$ cat src/rtl/atomicLockPkg.sv
package atomicLockPkg;
  // widest entry index the strobe struct can carry (ENTRIES <= 2**LK_IDX_MAX_W)
  localparam int LK_IDX_MAX_W = 4;

  typedef struct packed {
    logic                    setEn;
    logic                    clrEn;
    logic [LK_IDX_MAX_W-1:0] setIdx;
    logic [LK_IDX_MAX_W-1:0] clrIdx;
  } lockStrobe_t;
endpackage

$ cat src/rtl/lockCtrl.sv
module lockCtrl
  import atomicLockPkg::*;
#(
  parameter int ENTRIES = 4
) (
  input  logic               clk,
  input  logic               rstN,
  input  logic               lockReq,
  input  logic               unlockReq,
  input  logic [ENTRIES-1:0] opHit,
  input  logic [ENTRIES-1:0] entValid,
  output lockStrobe_t        strobe,
  output logic               overflowErr,
  output logic               protoErr
);
  logic [LK_IDX_MAX_W-1:0] freeIdx;
  logic [LK_IDX_MAX_W-1:0] hitIdx;
  logic anyHit;
  logic tableFull;
  logic bothReq;
  logic lockOnly;
  logic unlockOnly;

  // lowest free slot and the matching slot; descending loop so index 0 wins
  always_comb begin
    freeIdx = '0;
    hitIdx  = '0;
    for (int i = ENTRIES - 1; i >= 0; i--) begin
      if (!entValid[i]) freeIdx = LK_IDX_MAX_W'(i);
      if (opHit[i])     hitIdx  = LK_IDX_MAX_W'(i);
    end
  end

  assign anyHit     = |opHit;
  assign tableFull  = &entValid;
  assign bothReq    = lockReq && unlockReq;
  assign lockOnly   = lockReq && !unlockReq;
  assign unlockOnly = unlockReq && !lockReq;

  always_comb begin
    strobe        = '0;
    strobe.setEn  = lockOnly && !anyHit && !tableFull;
    strobe.setIdx = freeIdx;
    strobe.clrEn  = unlockOnly && anyHit;
    strobe.clrIdx = hitIdx;
  end

  assign overflowErr = lockOnly && !anyHit && tableFull;
  assign protoErr    = bothReq || (unlockOnly && !anyHit);


  overflow_keeps_table_chk: assert property (@(posedge clk) disable iff (!rstN)
    overflowErr |=> $stable(entValid));


  proto_keeps_table_chk: assert property (@(posedge clk) disable iff (!rstN)
    protoErr |=> $stable(entValid));
endmodule

$ cat src/rtl/lockTable.sv
module lockTable
  import atomicLockPkg::*;
#(
  parameter int ENTRIES   = 4,
  parameter int LINE_W    = 26,
  parameter int NUM_PORTS = 3,
  parameter int CORE_PORT = 0,
  localparam int PID_W    = (NUM_PORTS > 1) ? $clog2(NUM_PORTS) : 1
) (
  input  logic                             clk,
  input  logic                             rstN,
  input  lockStrobe_t                      strobe,
  input  logic [LINE_W-1:0]                opLine,
  input  logic [NUM_PORTS-1:0][LINE_W-1:0] portLine,
  input  logic [NUM_PORTS-1:0]             portValid,
  output logic [ENTRIES-1:0]               opHit,
  output logic [ENTRIES-1:0]               entValid,
  output logic [NUM_PORTS-1:0]             portReady,
  output logic [NUM_PORTS-1:0]             portDefer,
  output logic                             blocking
);
  logic [LINE_W-1:0] tagArr   [ENTRIES];
  logic [PID_W-1:0]  ownerArr [ENTRIES];

  for (genvar i = 0; i < ENTRIES; i++) begin : gEnt
    logic              vQ;
    logic [LINE_W-1:0] tagQ;
    logic [PID_W-1:0]  ownQ;
    logic              setHere;
    logic              clrHere;

    assign setHere = strobe.setEn && (strobe.setIdx == LK_IDX_MAX_W'(i));
    assign clrHere = strobe.clrEn && (strobe.clrIdx == LK_IDX_MAX_W'(i));

    always_ff @(posedge clk or negedge rstN) begin
      if (!rstN) begin
        vQ   <= 1'b0;
        tagQ <= '0;
        ownQ <= '0;
      end else if (setHere) begin
        vQ   <= 1'b1;
        tagQ <= opLine;
        ownQ <= PID_W'(CORE_PORT);
      end else if (clrHere) begin
        vQ   <= 1'b0;
      end
    end

    assign entValid[i] = vQ;
    assign tagArr[i]   = tagQ;
    assign ownerArr[i] = ownQ;
    assign opHit[i]    = vQ && (tagQ == opLine);


    set_into_free_chk: assert property (@(posedge clk) disable iff (!rstN)
      setHere |-> !vQ);


    clear_held_only_chk: assert property (@(posedge clk) disable iff (!rstN)
      clrHere |-> vQ);
  end

  // per-port conflict: a held line owned by some other port
  for (genvar p = 0; p < NUM_PORTS; p++) begin : gPort
    logic [ENTRIES-1:0] conflict;
    for (genvar i = 0; i < ENTRIES; i++) begin : gCmp
      assign conflict[i] = entValid[i] && (tagArr[i] == portLine[p])
                           && (ownerArr[i] != PID_W'(p));
    end
    assign portDefer[p] = portValid[p] && (|conflict);
    assign portReady[p] = !portDefer[p];
  end

  assign blocking = |entValid;


  lock_sets_blocking_chk: assert property (@(posedge clk) disable iff (!rstN)
    strobe.setEn |=> blocking);


  unique_tag_chk: assert property (@(posedge clk) disable iff (!rstN)
    $countones(opHit) <= 1);
endmodule

$ cat src/rtl/atomicLockFilter.sv
module atomicLockFilter
  import atomicLockPkg::*;
#(
  parameter int ENTRIES   = 4,
  parameter int LINE_W    = 26,
  parameter int NUM_NET   = 2,
  localparam int NUM_PORTS = NUM_NET + 1
) (
  input  logic                           clk,
  input  logic                           rstN,
  input  logic                           coreValid,
  input  logic [LINE_W-1:0]              coreLine,
  output logic                           coreReady,
  output logic                           coreDefer,
  input  logic [NUM_NET-1:0]             netValid,
  input  logic [NUM_NET-1:0][LINE_W-1:0] netLine,
  output logic [NUM_NET-1:0]             netReady,
  output logic [NUM_NET-1:0]             netDefer,
  input  logic                           lockReq,
  input  logic                           unlockReq,
  input  logic [LINE_W-1:0]              opLine,
  output logic                           blocking,
  output logic                           overflowErr,
  output logic                           protoErr
);
  lockStrobe_t                      strobe;
  logic [ENTRIES-1:0]               opHit;
  logic [ENTRIES-1:0]               entValid;
  logic [NUM_PORTS-1:0][LINE_W-1:0] portLine;
  logic [NUM_PORTS-1:0]             portValid;
  logic [NUM_PORTS-1:0]             portReady;
  logic [NUM_PORTS-1:0]             portDefer;

  // port 0 is the core port, network ports follow
  assign portLine  = {netLine, coreLine};
  assign portValid = {netValid, coreValid};

  lockCtrl #(.ENTRIES(ENTRIES)) ctrl_i (
    .clk        (clk),
    .rstN       (rstN),
    .lockReq    (lockReq),
    .unlockReq  (unlockReq),
    .opHit      (opHit),
    .entValid   (entValid),
    .strobe     (strobe),
    .overflowErr(overflowErr),
    .protoErr   (protoErr)
  );

  lockTable #(
    .ENTRIES  (ENTRIES),
    .LINE_W   (LINE_W),
    .NUM_PORTS(NUM_PORTS),
    .CORE_PORT(0)
  ) table_i (
    .clk      (clk),
    .rstN     (rstN),
    .strobe   (strobe),
    .opLine   (opLine),
    .portLine (portLine),
    .portValid(portValid),
    .opHit    (opHit),
    .entValid (entValid),
    .portReady(portReady),
    .portDefer(portDefer),
    .blocking (blocking)
  );

  assign coreReady = portReady[0];
  assign coreDefer = portDefer[0];
  assign netReady  = portReady[NUM_PORTS-1:1];
  assign netDefer  = portDefer[NUM_PORTS-1:1];


  core_never_held_chk: assert property (@(posedge clk) disable iff (!rstN)
    coreValid |-> coreReady);
endmodule

$ cat config.mk
export PLATFORM = sky130hd
export DESIGN_NAME = atomicLockFilter
export DESIGN_NICKNAME = d
export VERILOG_FILES = /design/src/rtl/atomicLockPkg.sv /design/src/rtl/lockCtrl.sv /design/src/rtl/lockTable.sv /design/src/rtl/atomicLockFilter.sv
export SDC_FILE = /design/constraint.sdc
export NUM_CORES = 1
export LEC_CHECK = 0
export CAP_MARGIN = 25
export CORE_MARGIN = 1
export CORE_UTILIZATION = 58
export DETAILED_ROUTE_END_ITERATION = 6
export DONT_BUFFER_PORTS = 1
export PLACE_DENSITY = 0.74
export SYNTH_ARGS = -nofsm -noshare
export SYNTH_HDL_FRONTEND = slang
export SYNTH_SLANG_ARGS = --single-unit
export TNS_END_PERCENT = 100
$ cat constraint.sdc
create_clock -name clk -period 6 [get_ports clk]
set_clock_uncertainty 0.2 [all_clocks]
set_input_delay 0.9 -clock clk [delete_from_list [all_inputs] [get_ports clk]]
set_output_delay 0.9 -clock clk [all_outputs]
set_load 0.02 [all_outputs]
==> out/summary.txt <==
vias in the first global route - 5771
Die X - 121 um
Syn Area/Cell - 11.1 um2
final setup vio count - 0
Area growth syn-to-layout - 1.30%
Crit Path Max Fanout - 8
Max clock buf depth - 2
FF-to-FF End - table_i.gEnt[1].tagQ[25]
GRT Total Usage - 39.0%
slew margin rel. - 35.4%
maximum level of the CTS H-tree - 3
Req. time, crit path - 4.90 ns
routed len/inst - 31.0 um
post-synthesis mux area share - 16.1%
Syn Inst Count - 734
Met3 Wirelength - 2160 um
I/O pin count - 120
Top Metal Used - met4
Antenna diodes - 0
outcome - finished clean
Worst-Margin Slew - 0.969 ns
Final WS setup - 1.63 ns
post-synthesis compound-gate area fraction - 0.537%
Hold Crit Class - in2async
Cell Chain, Critical Path - xnor2_1 > nand4_1 > or4_1 > nor4_1 > or2_1 > nor2_1 > o21a_1
port bufs - 0
Post-Synth Simple-Gate Area - 10.6%
Routed WL - 26700 um
post-cts resize count - 0
layout net count - 792
DRC violations left - 0
gr ovfl total - 0
hpwl dp - 21100 um
Slowest cell on crit path - or4_1
CP peak stage delay - 0.63 ns
global-route wire length before repair - 39300 um
largest family of logic cells by synthesized area - XOR/XNOR gates
CP Capture Type - output pin
TritonCTS Buffers - 9
largest net degree at the start of global routing - 109
Post-Synth Adder-Cell Area - 0%
post-synthesis async set-or-reset flop share - 100%
f_max - 229 MHz
TNS Setup - 0 ns
die area - 14500 um2
RSZ-0062 raised after global routing - false
worst-case reg-to-reg path depth - 7
CTS sink cnt - 108
initial antenna violation count - 0
Die Y - 121 um
FF+latch count, synth - 108
Post-CTS Hold Fix Bufs - 0
Worst R2R Setup Slack - 1.93 ns
post-route minimum period - 4.37 ns
leakage - 3.17 nW
wl on met1 - 11200 um
synthesized cell area - 8160 um2
Post-synth EDFFs - 0
First-pass DRT Iterations - 5
vias - 5540
total of fill cells in the finished design - 1147
post-route ant nets - 0
WP data arrival - 3.27 ns
Synth Area in XOR/XNOR - 33.5%
Routed met2 length - 11900 um
top_reg_cell synth - dfrtp_1
Slew Limit Fails - 0
routed vias/inst - 6.43
crit share post-route - 72.8%
CTS tree - done
layout cell share with drive strength beyond 1 - 18.8%
Pwr Density - 533 nW/um2
Skew-Pair Late Insertion Delay - 0.36 ns
clock slew at reported path FFs - 0.07 ns
Starting Density - 60.6%
synth warn - 0
core footprint - 13500 um2
Max-cap violations - 0
VDD IR-drop max - 0.000334 V
Iter 0 DRT Violations - 579
Post CTS Setup Buffer Count - 0
Final Hold Viols - 0
Seq/Total Area, Yosys - 33.1%
Root Driver - clkbuf_16
Mapped Nets - 845
Setup Crit Path Kind - in2out
RD Place Congestion - 1.02
startpoint types - input port
Place WS - 1.58 ns
R2R Path Start - table_i.gEnt[3].tagQ[0]
count of cell types in the netlist - 35
row count - 42
## cells by family (layout without fill, tap and decap cells)
| family | after synthesis | count (layout) |
|---|---|---|
| flip-flops | 108 | 108 |
| XOR/XNOR | 312 | 312 |
| AND/OR/NAND/NOR | 134 | 134 |
| other | 2 | 2 |
| buffers and inverters | 68 | 20 |
| AO/OA/AOI/OAI | 6 | 6 |
| multiplexers | 104 | 104 |
## synth_stat cells (2+ instances only)
cell type | count | area share [%]
xnor2_1 | 194 | 21
xor2_1 | 118 | 13
dfrtp_1 | 108 | 33
mux2_2 | 66 | 9.1
nand4_1 | 61 | 4.7
mux2_4 | 38 | 7.0
nor4_1 | 33 | 2.5
clkbuf_1 | 26 | 1.2
buf_2 | 15 | 0.92
buf_6 | 13 | 1.8
nor3_1 | 11 | 0.68
buf_12 | 6 | 1.5
nand2_1 | 6 | 0.28
buf_4 | 5 | 0.46
nand2b_1 | 4 | 0.31
nand3_1 | 3 | 0.18
or4_1 | 3 | 0.28
and2_1 | 2 | 0.15
conb_1 | 2 | 0.092
inv_1 | 2 | 0.092
nor4_2 | 2 | 0.31
nor4_4 | 2 | 0.52
o31ai_1 | 2 | 0.18
## cell usage in the layout (no fill, tap or decap), types with 2 or more instances in the layout
cell type  synthesis  layout
inv_6              0       3
nor4_2             2       2
or4_1              3       3
nand2b_1           4       4
nor4_1            33      33
buf_4              5       2
nor4_4             2       2
bufinv_16          0       3
nor3_1            11      11
nand4_1           61      61
xnor2_1          194     194
mux2_4            38      38
conb_1             2       2
inv_1              2       2
nand2_1            6       6
xor2_1           118     118
clkbuf_16          0       9
mux2_2            66      66
o31ai_1            2       2
and2_1             2       2
nand3_1            3       3
dfrtp_1          108     108
## sequential cells by signal, summed over array words and instances (netlist names)
name               flops
table_i.gEnt.vQ        4
table_i.gEnt.tagQ    104
## worst max path at each step
stage	cells past startpoint	start	slack, ns	to
after floorplan	9	opLine[25]	2.26	protoErr
after global placement	7	opLine[0]	1.65	table_i.gEnt[1].tagQ[7]
after detailed placement	7	opLine[0]	1.58	table_i.gEnt[1].tagQ[25]
after CTS	7	opLine[0]	1.70	protoErr
after global routing	7	opLine[0]	1.63	protoErr
final	7	opLine[0]	1.63	protoErr
## area by class of cell
| cell class | instances | area, um2 | share of cell area [%] |
|---|---|---|---|
| sequential | 108 | 2700 | 32.7 |
| tap | 176 | 220 | 2.67 |
| clock buffer | 9 | 225 | 2.73 |
| timing repair buffer | 2 | 15.0 | 0.182 |
| multi-input combinational | 558 | 4960 | 60.1 |
| inverter | 2 | 7.51 | 0.0909 |
| clock inverter | 7 | 128 | 1.54 |
## metal layers
layer | GRT usage, % | vias to the layer above
li1 | - | 2387
met1 | 53.1 | 2835
met2 | 58.7 | 254
met3 | 7.59 | 64
met4 | 20.8 | 0
met5 | 0 | -
## power by group
group / internal (mW) / switching, mW / leakage, nW
clock network: 0.416 / 0.301 / 0.173
registers: 1.08 / 0.714 / 1.30
logic: 1.03 / 0.853 / 1.70
## worst max-delay path: cells and delay by family
family / cells / cell delay (ns)
AO/OA/AOI/OAI: 1 / 0.26
XOR/XNOR: 1 / 0.27
AND/OR/NAND/NOR: 5 / 1.82
## stage by stage
stage | power (mW) | cells | instance area, um2 | util, % | hold WS (ns)
CTS | 4.35 | 862 | 8260 | 61.4 | 0.0234
global route | 4.57 | 862 | 8260 | 61.4 | 0.0145
global placement | 3.58 | 846 | 7910 | 58.8 | 0.396
finish | 4.40 | 862 | 8260 | 61.4 | 0.0261
detailed placement | 3.62 | 846 | 7910 | 58.8 | 0.407
floorplan | 2.99 | 734 | 8160 | - | 0.356
No activity file was read; power rests on OpenSTA's default activity.
